[src/rtl/lcd_tim_pkg.sv]
package lcd_tim_pkg;

    // counter widths
    localparam int H_W = 12;
    localparam int V_W = 11;

    // horizontal word fields
    localparam int HPPL_LSB  = 2;
    localparam int HPPL_W    = 6;
    localparam int HSW_LSB   = 8;
    localparam int HFP_LSB   = 16;
    localparam int HBP_LSB   = 24;
    localparam int HSEG_W    = 8;
    localparam int PPL_SHIFT = 4;

    // vertical word fields
    localparam int VLPP_LSB = 0;
    localparam int VLPP_W   = 10;
    localparam int VSW_LSB  = 10;
    localparam int VSW_W    = 6;
    localparam int VFP_LSB  = 16;
    localparam int VBP_LSB  = 24;
    localparam int VSEG_W   = 8;

    // clock/polarity word bits
    localparam int INV_VS_BIT = 11;
    localparam int INV_HS_BIT = 12;
    localparam int INV_PC_BIT = 13;
    localparam int INV_OE_BIT = 14;

    typedef struct packed {
        logic [H_W-1:0] hsw;
        logic [H_W-1:0] hbp;
        logic [H_W-1:0] hact;
        logic [H_W-1:0] hfp;
        logic [V_W-1:0] vsw;
        logic [V_W-1:0] vbp;
        logic [V_W-1:0] vact;
        logic [V_W-1:0] vfp;
        logic           dual;
        logic           inv_vs;
        logic           inv_hs;
        logic           inv_pc;
        logic           inv_oe;
    } tcfg_t;

    typedef struct packed {
        logic en;
        logic phase;
    } ctl_t;

    function automatic tcfg_t decode_cfg(input logic [31:0] h,
                                         input logic [31:0] v,
                                         input logic [31:0] c,
                                         input logic        dual);
        tcfg_t t;
        t.hsw    = H_W'(h[HSW_LSB +: HSEG_W]) + H_W'(1);
        t.hbp    = H_W'(h[HBP_LSB +: HSEG_W]) + H_W'(1);
        t.hfp    = H_W'(h[HFP_LSB +: HSEG_W]) + H_W'(1);
        t.hact   = (H_W'(h[HPPL_LSB +: HPPL_W]) + H_W'(1)) << PPL_SHIFT;
        t.vact   = V_W'(v[VLPP_LSB +: VLPP_W]) + V_W'(1);
        t.vsw    = V_W'(v[VSW_LSB +: VSW_W]) + V_W'(1);
        t.vfp    = V_W'(v[VFP_LSB +: VSEG_W]);
        t.vbp    = V_W'(v[VBP_LSB +: VSEG_W]);
        t.dual   = dual;
        t.inv_vs = c[INV_VS_BIT];
        t.inv_hs = c[INV_HS_BIT];
        t.inv_pc = c[INV_PC_BIT];
        t.inv_oe = c[INV_OE_BIT];
        return t;
    endfunction

endpackage

[src/rtl/lcd_tim_shadow.sv]
module lcd_tim_shadow
    import lcd_tim_pkg::*;
(
    input  logic        clk,
    input  logic        rst_n,
    input  logic        load,
    input  logic [31:0] htim_i,
    input  logic [31:0] vtim_i,
    input  logic [31:0] ctim_i,
    input  logic        dual_i,
    output tcfg_t       cfg_o
);

    tcfg_t cfg_d, cfg_q;

    // bits of the words that carry no timing for this block
    logic unused_bits;
    assign unused_bits = ^{htim_i[HPPL_LSB-1:0], ctim_i[INV_VS_BIT-1:0],
                           ctim_i[31:INV_OE_BIT+1]};

    always_comb begin
        cfg_d = cfg_q;
        if (load) begin
            cfg_d = decode_cfg(htim_i, vtim_i, ctim_i, dual_i);
        end
    end

    always_ff @(posedge clk or negedge rst_n) begin
        if (!rst_n) begin
            cfg_q <= '0;
        end else begin
            cfg_q <= cfg_d;
        end
    end

    assign cfg_o = cfg_q;

endmodule

[src/rtl/lcd_tim_axis.sv]
module lcd_tim_axis #(
    parameter int W = 12
) (
    input  logic         clk,
    input  logic         rst_n,
    input  logic         clear,
    input  logic         adv,
    input  logic [W-1:0] len_sync,
    input  logic [W-1:0] len_bp,
    input  logic [W-1:0] len_act,
    input  logic [W-1:0] len_fp,
    output logic [W-1:0] idx_o,
    output logic         wrap_o,
    output logic         in_sync_o,
    output logic         in_act_o
);

    localparam logic [W-1:0] ONE = W'(1);

    logic [W-1:0] pos_d, pos_q;
    logic [W-1:0] b_act, b_fp, total;

    // segment boundaries in scan order: sync, back porch, active, front porch
    assign b_act = len_sync + len_bp;
    assign b_fp  = b_act + len_act;
    assign total = b_fp + len_fp;

    assign wrap_o    = (pos_q == total - ONE);
    assign in_sync_o = (pos_q < len_sync);
    assign in_act_o  = (pos_q >= b_act) && (pos_q < b_fp);
    assign idx_o     = pos_q - b_act;

    always_comb begin
        pos_d = pos_q;
        if (clear) begin
            pos_d = '0;
        end else if (adv) begin
            pos_d = wrap_o ? '0 : pos_q + ONE;
        end
    end

    always_ff @(posedge clk or negedge rst_n) begin
        if (!rst_n) begin
            pos_q <= '0;
        end else begin
            pos_q <= pos_d;
        end
    end

    // position only moves on a pixel tick
    a_r4_hold_between_ticks: assert property (@(posedge clk) disable iff (!rst_n)
        (!adv && !clear) |=> $stable(pos_q));

    // position never passes the end of the period
    a_r1_pos_in_period: assert property (@(posedge clk) disable iff (!rst_n)
        (!clear && total != '0) |-> (pos_q < total));

endmodule

[src/rtl/lcd_timing_gen.sv]
module lcd_timing_gen
    import lcd_tim_pkg::*;
(
    input  logic           clk,
    input  logic           rst_n,
    input  logic           enable,
    input  logic           dual_panel,
    input  logic [31:0]    htim,
    input  logic [31:0]    vtim,
    input  logic [31:0]    ctim,
    output logic           hsync,
    output logic           vsync,
    output logic           de,
    output logic           pix_act,
    output logic           lo_act,
    output logic           frame_start,
    output logic           panel_clk,
    output logic [H_W-1:0] x_pos,
    output logic [V_W-1:0] y_pos,
    output logic [V_W-1:0] y_lo_pos
);

    ctl_t  ctl_d, ctl_q;
    tcfg_t cfg;

    logic           tick, v_adv, end_frame, load, clear, act;
    logic [H_W-1:0] h_idx;
    logic [V_W-1:0] v_idx;
    logic           h_wrap, h_sync, h_act;
    logic           v_wrap, v_sync, v_act;

    // control state: registered enable and pixel phase
    always_comb begin
        ctl_d.en    = enable;
        ctl_d.phase = ctl_q.en ? ~ctl_q.phase : 1'b0;
    end

    always_ff @(posedge clk or negedge rst_n) begin
        if (!rst_n) begin
            ctl_q <= '0;
        end else begin
            ctl_q <= ctl_d;
        end
    end

    assign clear     = ~ctl_q.en;
    assign tick      = ctl_q.en & ctl_q.phase;
    assign v_adv     = tick & h_wrap;
    assign end_frame = v_adv & v_wrap;
    assign load      = clear | end_frame;

    lcd_tim_shadow u_shadow (
        .clk    (clk),
        .rst_n  (rst_n),
        .load   (load),
        .htim_i (htim),
        .vtim_i (vtim),
        .ctim_i (ctim),
        .dual_i (dual_panel),
        .cfg_o  (cfg)
    );

    lcd_tim_axis #(.W(H_W)) u_hcnt (
        .clk       (clk),
        .rst_n     (rst_n),
        .clear     (clear),
        .adv       (tick),
        .len_sync  (cfg.hsw),
        .len_bp    (cfg.hbp),
        .len_act   (cfg.hact),
        .len_fp    (cfg.hfp),
        .idx_o     (h_idx),
        .wrap_o    (h_wrap),
        .in_sync_o (h_sync),
        .in_act_o  (h_act)
    );

    lcd_tim_axis #(.W(V_W)) u_vcnt (
        .clk       (clk),
        .rst_n     (rst_n),
        .clear     (clear),
        .adv       (v_adv),
        .len_sync  (cfg.vsw),
        .len_bp    (cfg.vbp),
        .len_act   (cfg.vact),
        .len_fp    (cfg.vfp),
        .idx_o     (v_idx),
        .wrap_o    (v_wrap),
        .in_sync_o (v_sync),
        .in_act_o  (v_act)
    );

    assign act         = ctl_q.en & h_act & v_act;
    assign pix_act     = act;
    assign lo_act      = act & cfg.dual;
    assign de          = act ^ cfg.inv_oe;
    assign hsync       = (ctl_q.en & h_sync) ^ cfg.inv_hs;
    assign vsync       = (ctl_q.en & v_sync) ^ cfg.inv_vs;
    assign panel_clk   = (ctl_q.en & ctl_q.phase) ^ cfg.inv_pc;
    assign x_pos       = act ? h_idx : '0;
    assign y_pos       = act ? v_idx : '0;
    assign y_lo_pos    = (act & cfg.dual) ? (v_idx + cfg.vact) : '0;
    assign frame_start = act & ~ctl_q.phase & (h_idx == '0) & (v_idx == '0);

    // the active strobe never overlaps either sync segment
    a_r3_act_outside_sync: assert property (@(posedge clk) disable iff (!rst_n)
        pix_act |-> (!h_sync && !v_sync));

    // frame start lasts one clock cycle
    a_r6_fs_single: assert property (@(posedge clk) disable iff (!rst_n)
        frame_start |=> !frame_start);

    // disabled block shows no activity
    a_r8_idle_outputs: assert property (@(posedge clk) disable iff (!rst_n)
        !ctl_q.en |-> (!pix_act && !frame_start && x_pos == '0 && y_pos == '0));

    // lower strobe only in dual mode, together with the main strobe
    a_r9_lower_only_dual: assert property (@(posedge clk) disable iff (!rst_n)
        lo_act |-> (pix_act && cfg.dual));

    // timing held steady within a running frame
    a_r7_cfg_hold: assert property (@(posedge clk) disable iff (!rst_n)
        (ctl_q.en && !end_frame) |=> $stable(cfg));

endmodule

[config.mk]
export PLATFORM = sky130hd
export DESIGN_NAME = lcd_timing_gen
export DESIGN_NICKNAME = d
export VERILOG_FILES = /design/src/rtl/lcd_tim_pkg.sv /design/src/rtl/lcd_tim_shadow.sv /design/src/rtl/lcd_tim_axis.sv /design/src/rtl/lcd_timing_gen.sv
export SDC_FILE = /design/constraint.sdc
export NUM_CORES = 1
export LEC_CHECK = 0
export BUFFER_PORTS_ARGS = -buffer_cell sky130_fd_sc_hd__buf_2
export CORE_ASPECT_RATIO = 1.75
export CORE_MARGIN = 2
export CORE_UTILIZATION = 54
export CTS_BUF_LIST = sky130_fd_sc_hd__clkbuf_8 sky130_fd_sc_hd__clkbuf_16
export DETAILED_ROUTE_END_ITERATION = 7
export PLACE_DENSITY = 0.88
export REMOVE_ABC_BUFFERS = 1
export SLEW_MARGIN = 10
export SYNTH_ARGS = -nofsm -noshare
export SYNTH_HDL_FRONTEND = slang
export SYNTH_HIERARCHICAL = 1
export SYNTH_SLANG_ARGS = --single-unit
[constraint.sdc]
create_clock -name clk -period 5.69 [get_ports clk]
set_clock_uncertainty 0.2 [all_clocks]
set_input_delay 0.2845 -clock clk [delete_from_list [all_inputs] [get_ports clk]]
set_output_delay 0.2845 -clock clk [all_outputs]
set_load 0.01 [all_outputs]
; ---- Word level (Yosys, flattened, before mapping)
; Index checks and enable logic that the tools add are counted.
[word_totals]
regBits = 112
in_bits = 100
out_inout_bits = 41
wordCells = 78
[classes]
add_sub_neg = 19
order_cmp = 6
n_eq_ne = 4
n_mux = 10
n_bitwise = 18
reduce_logical = 4
[op_table]
columns = cell, n
row1 = 2-to-1 mux 11 bit, 5
row2 = 2-to-1 mux 12 bit, 4
row3 = adder 12 bit, 3
row4 = "adder 8 x 1 -> 9 bit, second input constant", 3
row5 = < comparator 12 bit, 2
row6 = adder 11 bit, 2
row7 = adder 11 x 8 -> 11 bit, 2
row8 = < comparator 11 bit, 2
row9 = "adder 6 x 1 -> 7 bit, second input constant", 2
row10 = "adder 12 x 1 -> 12 bit, second input constant", 1
row11 = == test 12 bit, 1
row12 = greater-or-equal comparator 12 bit, 1
row13 = logical NOT 12 bit, 1
row14 = "subtractor 12 x 1 -> 12 bit, second input constant", 1
row15 = subtractor 12 bit, 1
row16 = "adder 10 x 1 -> 11 bit, second input constant", 1
row17 = "adder 11 x 1 -> 11 bit, second input constant", 1
row18 = AND 1 bit, 11
row19 = == test 11 bit, 1
row20 = greater-or-equal comparator 11 bit, 1
row21 = logical NOT 11 bit, 1
row22 = "subtractor 11 x 1 -> 11 bit, second input constant", 1
row23 = subtractor 11 bit, 1
row24 = "inequality test 2 x 1 -> 1 bit, second input constant", 2
row25 = other kinds (5), 10

; ---- Longest topological paths before layout
; Gate-level depths: netlist (run 1).
[depth]
depth_word = 9
mapped_depth = 33
depth_no_buf = 33

; ---- Modules after synthesis
; The synthesis (run 1) kept the hierarchy.
[modules_own_cells]
columns = module, instances, cells_each, area_per_inst_um2, seq_area_each_um2
row1 = lcd_tim_axis (u_hcnt), 1, 446, 3454.6, 300.3
row2 = lcd_tim_shadow, 1, 324, 3424.5, 1826.8
row3 = lcd_tim_axis (u_vcnt), 1, 372, 2980.4, 275.3
row4 = lcd_timing_gen, 1, 113, 812.0, 50.0

; ---- Worst setup path after synthesis (run 1)
; OpenSTA, ideal clock, no wires.
[synth_timing]
kind = register to register
startpoint = register u_shadow.cfg_q, in the netlist u_shadow/cfg_o[85]
endpoint = register u_shadow.cfg_q, in the netlist u_shadow/cfg_o[25]
t_arrival_ns = 5.685
t_required_ns = 5.349
slack_ns = -0.336
path_stages_with_launch = 31
period_less_slack_ns = 6.026
path_cell_list = dfrtp_1 -> ha_1 -> fa_1 -> a21o_1 -> a21oi_1 -> o21bai_1 -> a21oi_1 -> o21bai_1 -> a21oi_1 -> xnor2_1 -> ha_1 -> nor3_1 -> a21oi_1 -> o211ai_1 -> a311oi_1 -> ha_1 -> inv_1 -> ha_1 -> xnor2_1 -> o311a_1 -> o211ai_1 -> mux2i_1 -> nand3_1 -> nor2_1 -> and3_2 -> and3_1 -> a21o_1 -> buf_4 -> buf_2 -> clkbuf_1 -> a31oi_1
[synth_between]
elab_chain_cells = 8
[synth_rtl]
columns = item, line
row1 = "start, declared", lcd_tim_shadow.sv:14  ; tcfg_t cfg_d, cfg_q;
row2 = "start signal, assigned", lcd_tim_shadow.sv:32  ; cfg_q <= cfg_d;
row3 = adder 12 bit, lcd_tim_axis.sv:24  ; assign b_act = len_sync + len_bp;
row4 = adder 12 bit, lcd_tim_axis.sv:25  ; assign b_fp = b_act + len_act;
row5 = adder 12 bit, lcd_tim_axis.sv:26  ; assign total = b_fp + len_fp;
row6 = subtractor 12 x 1 -> 12 bit, lcd_tim_axis.sv:28  ; assign wrap_o = (pos_q == total - ONE);
row7 = == test 12 bit, lcd_tim_axis.sv:28
row8 = net h_wrap, lcd_timing_gen.sv:29  ; logic h_wrap, h_sync, h_act;
row9 = AND 1 bit, lcd_timing_gen.sv:48  ; assign v_adv = tick & h_wrap;
row10 = net v_adv, lcd_timing_gen.sv:26  ; logic tick, v_adv, end_frame, load, clear, act;
row11 = AND 1 bit, lcd_timing_gen.sv:49  ; assign end_frame = v_adv & v_wrap;
row12 = OR 1 bit, lcd_timing_gen.sv:50  ; assign load = clear | end_frame;
row13 = net load, lcd_timing_gen.sv:26
; The timed path passes the listed nets, and every way through them passes these cells.
; A chain may end at the register's enable or synchronous reset.

; ---- Worst setup path after layout (run 1)
[layout_timing]
startpoint = register u_shadow.cfg_q, in the netlist u_shadow/cfg_o[73]
endpoint = register u_vcnt.pos_q[9]
[layout_between]
elab_chain_cells = 7
[layout_rtl]
columns = item, line
row1 = adder 12 bit, lcd_tim_axis.sv:24
row2 = adder 12 bit, lcd_tim_axis.sv:25
row3 = adder 12 bit, lcd_tim_axis.sv:26
row4 = subtractor 12 x 1 -> 12 bit, lcd_tim_axis.sv:28
row5 = == test 12 bit, lcd_tim_axis.sv:28
row6 = net h_wrap, lcd_timing_gen.sv:29
row7 = AND 1 bit, lcd_timing_gen.sv:48
row8 = net v_adv, lcd_timing_gen.sv:26
row9 = inequality test 2 x 1 -> 1 bit (no source line), --
row10 = "end signal, assigned", lcd_tim_axis.sv:46  ; pos_q <= pos_d;
row11 = "end, declared", lcd_tim_axis.sv:20  ; logic [W-1:0] pos_d, pos_q;
; The timed path passes the listed nets, and every way through them passes these cells.

==> reports/metrics.csv, run 1 <==
stage;metric;value;unit
run_status;status;finished with violations;
run_status;violations;negative hold slack, negative setup slack;
clocking;clkSlewWorstSetupHoldPaths;0.08;ns
timing;rsz0062_at_grt;true;
cells_and_area;layout.nets;1852;
yosys;synth_seq_cells;98;
yosys;synth_top_area_cell;dfrtp_1;
global_routing;antenna_found_initial;1;
cells_and_area;drive_gt1_share;32.60;%
floorplan;num_io_pins;141;
clocking;clkSinkCount;98;
setup_path;worstPathRequired;5.82;ns
floorplan;initial_core_util;54.53;%
place;routabilityCongestion;1.001;
floorplan;core.rowCount;68;
floorplan;die_x;110.3;um
setup_path;r2r_end;u_vcnt/pos_q[9]$_DFFE_PN0P_;
route;drt_iter0_markers;1594;
place;io_buffers;110;
hold_path;holdPathEnd;u_shadow/cfg_o[44]$_DFFE_PN0P_;
route;first_pass_iters;8;
power_and_ir_drop;peakVddDrop;0.4200;mV
power_and_ir_drop;power.static_leakage;0.007400;uW
timing;fin_crit_sh;121.0;%
power_and_ir_drop;powerDensity;482.0;nW/um^2
setup_path;crit_path_top_delay_cell;xnor2_2;
setup_path;cp-start-kind;flip-flop;
setup_path;r2r_start;u_shadow/cfg_o[73]$_DFFE_PN0P_;
yosys;synth.distinct_cells;77;
timing;min_period;6.887;ns
timing;slew_violations;0;
run;cap_violations;0;
global_routing;grt_pass1_wl;51470;um
setup_path;cp.arrival;7.02;ns
cells_and_area;utilization;76.80;%
timing;hold_ws;-0.001306;ns
route;viasPerCell;6.807;
yosys;syn-instance-count;1255;
setup_path;rrSetupSlack;-1.20;ns
global_routing;track_usage;32.02;%
yosys;synthTopCellsByArea;dfrtp_1 (23%), ha_1 (19%), xor2_1 (5.7%);
place;dp_cells;1736;
hold_path;hold_depth;3;
timing;fmax;145.2;MHz
yosys;synth_most_common_cell;ha_1;
route;vias;12490;
timing;slew_headroom;41.55;%
clocking;cts_tree;built;
cells_and_area;final_cells;1835;
yosys;yosysSeqAreaShare;22.98;%
yosys;synthArstFlopShare;100.0;%
setup_path;r2r_cells;34;
floorplan;die_area;20950;um^2
floorplan;core-area;19570;um^2
timing;hold_violations;1;
yosys;ys.flop_type;dfrtp_1;
yosys;syn_area;10670;um^2
clocking;h-tree-depth;3;
setup_path;cp_common_cell;buf_4;
clocking;cts.path.max_buffers;2;
clocking;cts_buffers;9;
global_routing;grt_pass1_vias;11062;
hold_path;hold_class;in2reg;
route;drtAntennaViolNets;0;
clocking;clk_latency;0.40;ns
timing;setup_viol;134;
yosys;synth_top_area_share;22.98;%
setup_path;end_kind;flip-flop;
global_routing;grt_max_degree;62;
setup_path;critical_path.max_stage_delay;0.48;ns
yosys;synth_edf_count;0;
hold_path;min_from;vtim[14];
clocking;root_buffer;clkbuf_16;
route;wl_per_cell;25.63;um
cells_and_area;fillers;1071;
timing;worst_slack;-1.197;ns
yosys;yosysWarnings;6;
timing;tightest_slew;0.8767;ns
yosys;synth_common_cells;ha_1 (159), inv_1 (131), dfrtp_1 (98);
yosys;avgSynthCellArea;8.503;um^2
route;drc_errors;0;
power_and_ir_drop;p_total;7244;uW
floorplan;dieHeight;190.0;um
cells_and_area;area_growth;40.83;%
place;dp_hpwl;25470;um
global_routing;overflow;0;
setup_path;crit_type;reg2reg;
setup_path;worstPathMaxFanout;4;
route;wl;47020;um
==> state kept, by name, indices dropped and copies added (netlist names) <==
| signal | cells |
|---|---|
| u_hcnt/pos_q | 12 |
| u_shadow/cfg_o | 73 |
| u_vcnt/pos_q | 11 |
| ctl_q | 2 |
==> cells in the final DEF (no fill, tap or decap), types with 39 or more instances in the layout <==
master         instances
a21oi_1               67
inv_1                125
dlygate4sd3_1         40
buf_2                 91
buf_6                 42
nor2_1                52
xor2_1                68
nand2_1               51
dfrtp_1               98
xnor2_1               57
a21o_1                39
ha_1                 150
o21ai_0               40
buf_4                139
==> layer usage <==
layer | part of all wire, % | routed length, um | up-vias | global-route usage [%]
li1 | - | - | 5059 | -
met1 | 29 | 13870 | 5701 | 29.37
met2 | 47 | 21870 | 1149 | 58.14
met3 | 11 | 4942 | 581 | 5.242
met4 | 13 | 6343 | 0 | 28.27
met5 | 0 | 0 | - | 0
==> worst max path at each step <==
| stage | startpoint | endpoint | slack (ns) | cells after the start |
|---|---|---|---|---|
| detailed placement | u_shadow/cfg_o[85]$_DFFE_PN0P_ | y_lo_pos[10] | -0.69 | 27 |
| finish | u_shadow/cfg_o[73]$_DFFE_PN0P_ | u_vcnt/pos_q[9]$_DFFE_PN0P_ | -1.20 | 34 |
| floorplan | u_shadow/cfg_o[85]$_DFFE_PN0P_ | u_shadow/cfg_o[23]$_DFFE_PN0P_ | -2.55 | 29 |
| global placement | u_shadow/cfg_o[85]$_DFFE_PN0P_ | y_lo_pos[10] | -0.51 | 27 |
| global route | u_shadow/cfg_o[73]$_DFFE_PN0P_ | u_vcnt/pos_q[9]$_DFFE_PN0P_ | -1.36 | 34 |
| CTS | u_shadow/cfg_o[85]$_DFFE_PN0P_ | y_lo_pos[10] | -0.63 | 28 |
==> power by group <==
part           total, uW  switching, uW  internal, uW
Clock                665            354           311
Combinational       5760           3080          2680
Sequential           819           70.9           748
Total               7240           3500          3740
==> through the flow <==
step / instance area [um^2] / setup TNS [ns] / setup slack (ns)
floorplan: 10470 / -128.88 / -2.547
global placement: 12480 / -47.42 / -0.5094
detailed placement: 12480 / -68.95 / -0.6932
CTS: 13270 / -60.20 / -0.6342
global route: 15030 / -150.20 / -1.363
finish: 15030 / -131.18 / -1.197
==> kinds of logic after synthesis <==
family / after synthesis / share of synthesized area, %
other cells: 1 / 0.03514
compound gates: 286 / 17.41
flops: 98 / 22.98
xor+xnor: 136 / 11.36
mux: 35 / 3.599
simple gates: 351 / 16.74
fa+ha+maj: 170 / 20.52
buf+inv: 178 / 7.351
==> worst max-delay path: cells and delay by family (launching register included) <==
kind	cells	cell delay, ns
compound gates	7	1.25
xor+xnor	4	1.00
fa+ha+maj	5	1.40
buf+inv	6	0.71
flops	1	0.41
simple gates	11	1.62
mux	1	0.20
==> final cells by class <==
cell class / count / area (um^2) / area share (%)
clock inverters: 7 / 70.07 / 0.4662
repair inverters: 1 / 7.507 / 0.04995
inverters: 132 / 505.5 / 3.364
flip-flops and latches: 98 / 2452 / 16.32
repair buffers: 339 / 2893 / 19.25
clock buffers: 9 / 225.2 / 1.499
well taps: 245 / 306.5 / 2.040
diodes: 1 / 2.502 / 0.01665
multi-input cells: 1003 / 8566 / 57.00
==> timing repair <==
action                                 CTS  global route
hold buffers                            40             0
setup buffers                            5            29
gates cloned                             1            11
endpoints found under the hold margin   76             0
gates resized for setup                 16           316
pin swaps                                6            92
setup endpoints to repair              134           134
Power figures use the tool's default switching activity.
==> run 2, diff against run 1 <==
--- a/config.mk
+++ b/config.mk
@@ -18,3 +18,4 @@
 export SYNTH_HDL_FRONTEND = slang
 export SYNTH_HIERARCHICAL = 1
 export SYNTH_SLANG_ARGS = --single-unit
+export TNS_END_PERCENT = 30
==> run 2 against run 1 <==
  * The flow finishes with violations (negative setup slack)
  * Largest cell class unchanged
  * Register-to-register slack improved by 0.39 ns
  * Combinational power decreased by 3.6%
  * Via count decreased by 6.8%
  * Sequential share of layout area increased by 0.65 points
  * Highest routed layer unchanged
  * Utilization decreased by 2.9 points
  * Clock power decreased by 3%
==> reports/metrics.csv, run 2 (synthesized netlist as in run 1, its figures left out) <==
stage;metric;value;unit;change
run_status;status;finished with violations;;
run_status;violations;negative setup slack;;
hold_path;min_from;htim[29];;
place;dpl_cell_area;12480;um^2;unchanged
timing;slew_violations;0;;unchanged
setup_path;critical_path_buf_inv_count;7;;+1
timing;hold_violations;0;;-1
cells_and_area;final_cell_mix;ha_1 (151), buf_4 (139), inv_1 (125);;
floorplan;die_area;20950;um^2;unchanged
timing;fin_crit_sh;114.1;%;-6.9 points
cells_and_area;multiInputGateArea;8292;um^2;-3.2%
clocking;root_buffer;clkbuf_16;;
power_and_ir_drop;power.static_leakage;0.007215;uW;-2.5%
hold_path;hold_class;in2reg;;
cells_and_area;largest_reg_flops;73;;unchanged
setup_path;r2r_cells;31;;-8.8%
route;wl_per_cell;22.11;um;-14%
setup_path;r2r_end;u_shadow/cfg_o[92]$_DFFE_PN0P_;;
clocking;cts_buffers;9;;unchanged
power_and_ir_drop;powerDensity;484.5;nW/um^2;+0.52%
cells_and_area;area_growth;35.46;%;
global_routing;track_usage;32.02;%;unchanged
route;wl;40240;um;-14%
setup_path;rrSetupSlack;-0.80;ns;+0.39 ns
setup_path;cp-start-kind;flip-flop;;
cells_and_area;utilization;73.87;%;-2.9 points
route;drt_iter0_markers;973;;-39%
timing;finalSetupTns;-81.99;ns;+49.19 ns
timing;tightest_slew;0.8494;ns;-0.02733 ns
global_routing;grt_pass1_wl;51470;um;unchanged
route;viasPerCell;6.393;;-6.1%
clocking;cts_tree;built;;
run;cap_violations;0;;unchanged
place;dp_slack;-0.6932;ns;unchanged
cells_and_area;layout.nets;1837;;-0.81%
power_and_ir_drop;p_total;7004;uW;-3.3%
timing;worst_slack;-0.8046;ns;+0.3928 ns
route;first_pass_iters;6;;-2
clocking;clk_latency;0.39;ns;about the same
cells_and_area;final_cell_area;14460;um^2;-3.8%
place;dp_hpwl;25470;um;unchanged
power_and_ir_drop;peakVddDrop;0.4912;mV;+17%
timing;slew_headroom;43.37;%;+1.8 points
clocking;clkSinkCount;98;;unchanged
floorplan;num_io_pins;141;;unchanged
cells_and_area;drive_gt1_share;29.48;%;-3.1 points
timing;min_period;6.495;ns;-0.3928 ns
place;io_buffers;110;;unchanged
floorplan;die_x;110.3;um;unchanged
setup_path;crit_type;reg2reg;;
route;drc_errors;0;;unchanged
cells_and_area;final_common_cell;ha_1;;
global_routing;grt_max_degree;62;;unchanged
global_routing;overflow;0;;unchanged
setup_path;r2r_start;u_shadow/cfg_o[73]$_DFFE_PN0P_;;
global_routing;antenna_found_initial;0;;-1
clocking;clkSlewWorstSetupHoldPaths;0.08;ns;about the same
floorplan;dieHeight;190.0;um;unchanged
floorplan;core-area;19570;um^2;unchanged
setup_path;critical_path.max_stage_delay;0.44;ns;-0.04 ns
place;routabilityCongestion;1.001;;unchanged
route;drtAntennaViolNets;0;;unchanged
setup_path;critPathLaunch;u_shadow/cfg_o[73]$_DFFE_PN0P_;;
global_routing;grt_pass1_vias;11062;;unchanged
setup_path;crit_path_top_delay_cell;xor2_1;;
floorplan;core.rowCount;68;;unchanged
route;vias;11635;;-6.8%
clocking;h-tree-depth;3;;unchanged
timing;setup_viol;134;;unchanged
timing;rsz0062_at_grt;true;;
setup_path;cp.arrival;6.59;ns;-0.43 ns
setup_path;worstPathRequired;5.78;ns;-0.04 ns
hold_path;holdPathEnd;u_shadow/cfg_o[78]$_DFFE_PN0P_;;
hold_path;hold_depth;3;;unchanged
clocking;cts.path.max_buffers;2;;unchanged
floorplan;initial_core_util;54.53;%;unchanged
setup_path;crit_family;compound AO/OA/AOI/OAI gates;;
timing;fmax;154.0;MHz;+6.0%
cells_and_area;ff_latch_area;2452;um^2;unchanged
cells_and_area;fillers;1204;;+12%
setup_path;worstPathMaxFanout;8;;+4
setup_path;end_kind;flip-flop;;
[run 2: cell count changes in the layout (fill, tap and decap cells not counted), moves of 10 or more]
cell,previous run,this run
buf_6,42,25
nor2_4,26,9
nor2_1,52,64
buf_2,91,102
and2_1,13,23
and2_4,15,5
[run 2: layer usage]
metal  up-vias  track usage (%)  routed length [um]
li1       5024                -                   -
met1      5467            29.37               12530
met2       777            58.14               19920
met3       367            5.242                2701
met4         0            28.27                5091
met5         -                0                   0
[run 2: how the worst max path moves through the flow]
stage | endpoint | cells past startpoint
final | u_shadow/cfg_o[92]$_DFFE_PN0P_ | 31
after global placement | y_lo_pos[10] | 27
after global routing | u_vcnt/pos_q[9]$_DFFE_PN0P_ | 33
after CTS | y_lo_pos[10] | 28
after floorplan | u_shadow/cfg_o[23]$_DFFE_PN0P_ | 29
after detailed placement | y_lo_pos[10] | 27
[run 2: layout make-up]
cell class,instances,share of cell area (%)
Antenna cell,1,0.01731
Clock buffer,9,1.558
Clock inverter,7,0.4847
Inverter,132,3.480
Multi-Input combinational cell,1003,57.36
Sequential cell,98,16.97
Tap cell,245,2.121
Timing Repair Buffer,324,17.96
Timing Repair inverter,1,0.05193
[run 2: per-stage QoR]
stage,cells,hold slack (ns)
2_1_floorplan,1232,-0.2111
3_3_place_gp,1736,0.07973
3_5_place_dp,1736,0.08786
4_1_cts,1798,0.002225
5_1_grt,1819,0.02168
6_report,1820,0.01485
[run 2: timing repair]
action,in CTS,in global routing
resized for setup,16,218
endpoints found under the setup margin,134,134
hold endpoints to repair,76,0
cloned,1,8
buffers inserted,5,16
hold buffers,40,0
pin swaps,6,67
[run 2: report_power, final]
part | leakage [uW] | switching (uW) | internal [uW] | total [uW]
sequential | 0.00120 | 60.1 | 748 | 808
clock | 0.000143 | 337 | 311 | 648
combinational | 0.00587 | 2910 | 2630 | 5550
[run 2: worst register-to-register path: cells and delay by family, from the launching register on]
| kind | cells | cell delay, ns |
|---|---|---|
| and+or+nand+nor | 5 | 0.72 |
| xor gates and xnor gates | 5 | 1.17 |
| buffers and inverters | 7 | 1.06 |
| AOI/OAI and AO/OA | 10 | 1.73 |
| adders and majority gates | 4 | 1.13 |
| DFF | 1 | 0.41 |
==> run 3, diff against run 2 <==
--- a/config.mk
+++ b/config.mk
@@ -7,7 +7,6 @@
 export LEC_CHECK = 0
 export BUFFER_PORTS_ARGS = -buffer_cell sky130_fd_sc_hd__buf_2
 export CORE_ASPECT_RATIO = 1.75
-export CORE_MARGIN = 2
 export CORE_UTILIZATION = 54
 export CTS_BUF_LIST = sky130_fd_sc_hd__clkbuf_8 sky130_fd_sc_hd__clkbuf_16
 export DETAILED_ROUTE_END_ITERATION = 7
==> run 3 against run 2 <==
  * The run still ends with negative setup slack left
  * Die area is 2.8% lower
  * Design area is essentially flat
  * Cell count did not move
  * Highest routed layer unchanged
==> reports/metrics.csv, run 3 (synthesized netlist as in run 1, its figures left out) <==
stage;metric;value;unit;change
run_status;status;finished with violations;;
run_status;violations;negative setup slack;;
floorplan;initial_core_util;55.35;%;+0.81 points
clocking;clkSinkCount;98;;unchanged
timing;worst_slack;-0.7794;ns;+0.02522 ns
clocking;h-tree-depth;3;;unchanged
place;io_buffers;110;;unchanged
setup_path;cp-start-kind;flip-flop;;
global_routing;grt_pass1_wl;54360;um;+5.6%
timing;setup_viol;126;;-6.0%
setup_path;cp.arrival;6.52;ns;-0.07 ns
setup_path;critical_path.max_stage_delay;0.46;ns;+0.02 ns
place;dpl_cell_area;12430;um^2;-0.36%
setup_path;r2r_cells;30;;-3.2%
floorplan;die_area;20350;um^2;-2.8%
floorplan;core.rowCount;67;;-1.5%
route;drtAntennaViolNets;0;;unchanged
timing;tightest_slew;0.8316;ns;-0.01783 ns
timing;slew_headroom;44.56;%;+1.2 points
place;dp_slack;-0.7999;ns;-0.1067 ns
route;drc_errors;0;;unchanged
clocking;clkSlewWorstSetupHoldPaths;0.08;ns;about the same
run;cap_violations;0;;unchanged
route;wl_per_cell;21.97;um;-0.64%
floorplan;num_io_pins;141;;unchanged
global_routing;antenna_found_initial;0;;unchanged
route;first_pass_iters;5;;-1
timing;fmax;154.6;MHz;+0.39%
cells_and_area;final_cell_mix;buf_4 (154), ha_1 (149), inv_1 (126);;
setup_path;worstPathRequired;5.74;ns;-0.04 ns
clocking;cts_buffers;9;;unchanged
cells_and_area;largest_reg_flops;73;;unchanged
cells_and_area;fillers;1173;;-2.6%
power_and_ir_drop;p_total;6933;uW;-1.0%
place;dp_hpwl;24980;um;-1.9%
global_routing;overflow;0;;unchanged
route;vias;11754;;+1.0%
cells_and_area;drive_gt1_share;30.04;%;+0.56 points
cells_and_area;final_common_cell;buf_4;;
setup_path;r2r_end;u_shadow/cfg_o[90]$_DFFE_PN0P_;;
setup_path;crit_path_top_delay_cell;dfrtp_1;;
timing;hold_violations;0;;unchanged
floorplan;dieHeight;188.0;um;-1.1%
clocking;clk_latency;0.37;ns;-0.02 ns
power_and_ir_drop;peakVddDrop;0.4439;mV;-9.6%
global_routing;track_usage;34.85;%;+2.8 points
cells_and_area;final_cell_area;14450;um^2;about the same
setup_path;end_kind;flip-flop;;
global_routing;grt_max_degree;62;;unchanged
cells_and_area;area_growth;35.43;%;about the same
floorplan;die_x;108.3;um;-1.8%
route;drt_iter0_markers;977;;+0.41%
floorplan;core-area;19280;um^2;-1.5%
setup_path;r2r_start;u_shadow/cfg_o[85]$_DFFE_PN0P_;;
setup_path;crit_type;reg2reg;;
setup_path;worstPathMaxFanout;11;;+3
timing;min_period;6.469;ns;-0.02522 ns
clocking;root_buffer;clkbuf_16;;
setup_path;endpoint;u_shadow/cfg_o[90]$_DFFE_PN0P_;;
setup_path;rrSetupSlack;-0.78;ns;+0.03 ns
timing;slew_violations;0;;unchanged
timing;hold_ws;0.01215;ns;-0.002708 ns
global_routing;grt_pass1_vias;11472;;+3.7%
power_and_ir_drop;power.static_leakage;0.007213;uW;about the same
timing;fin_crit_sh;113.7;%;-0.44 points
route;wl;39980;um;-0.64%
place;routabilityCongestion;0.9910;;-0.98%
timing;rsz0062_at_grt;true;;
hold_path;hold_class;in2reg;;
cells_and_area;layout.nets;1841;;+0.22%
route;viasPerCell;6.458;;+1.0%
setup_path;critPathLaunch;u_shadow/cfg_o[85]$_DFFE_PN0P_;;
clocking;cts_tree;built;;
power_and_ir_drop;powerDensity;479.7;nW/um^2;-0.99%
clocking;cts.path.max_buffers;2;;unchanged
cells_and_area;utilization;74.96;%;+1.1 points
run 3: how the worst min path moves through the flow:
stage / startpoint / to / slack, ns / cells past startpoint
after global routing: htim[7] / u_shadow/cfg_o[71]$_DFFE_PN0P_ / -0.004 / 3
after detailed placement: rst_n / u_shadow/cfg_o[2]$_DFFE_PN0P_ / 0.09 / 1
after CTS: htim[14] / u_shadow/cfg_o[93]$_DFFE_PN0P_ / 0.006 / 3
after global placement: rst_n / ctl_q[1]$_DFF_PN0_ / 0.08 / 1
final: htim[7] / u_shadow/cfg_o[71]$_DFFE_PN0P_ / 0.01 / 3
after floorplan: rst_n / ctl_q[0]$_DFF_PN0_ / -0.21 / 0
run 3: layout make-up:
type / count / area (um^2) / share of cell area (%)
multi-input cells: 1002 / 8255 / 57.12
flip-flops and latches: 98 / 2454 / 16.98
clock buffers: 9 / 225.2 / 1.558
well taps: 241 / 301.5 / 2.086
inverters: 132 / 503.0 / 3.480
repair buffers: 329 / 2628 / 18.18
repair inverters: 1 / 7.507 / 0.05194
clock inverters: 7 / 76.32 / 0.5281
diodes: 1 / 2.502 / 0.01731
run 3: report_power, final:
group / internal, uW / leakage, uW / switching [uW]
logic: 2630 / 0.00587 / 2850
registers: 748 / 0.00120 / 58.0
clock network: 346 / 0.000148 / 309
total: 3720 / 0.00721 / 3210
run 3: layer usage:
| layer | vias up | routed length (um) | track usage, % |
|---|---|---|---|
| met2 | 847 | 19550 | 64.11 |
| met3 | 419 | 3160 | 6.847 |
| met4 | 0 | 5125 | 31.08 |
| met1 | 5464 | 12150 | 30.90 |
| met5 | - | 0 | 0 |
| li1 | 5024 | - | - |
run 3: timing repair:
action                                  CTS  global route
pin swaps                                55            39
setup buffers                            14            26
endpoints found under the hold margin    68             0
endpoints found under the setup margin  134           134
gates resized for setup                 120           101
hold buffers                             33             0
cloned                                    3             4
run 3: per-stage QoR:
| step | std cells | setup TNS, ns |
|---|---|---|
| finish | 1820 | -70.03 |
| global route | 1819 | -89.21 |
| CTS | 1791 | -22.76 |
| floorplan | 1232 | -128.88 |
| global placement | 1725 | -32.43 |
| detailed placement | 1725 | -67.04 |
run 3: critical path: cells and delay by family, from the launching register on:
kind | cells | cell delay, ns
compound gates | 11 | 2.37
xor+xnor | 2 | 0.42
fa+ha+maj | 4 | 0.99
buf+inv | 4 | 0.56
flops | 1 | 0.46
mux | 1 | 0.18
simple gates | 8 | 1.17
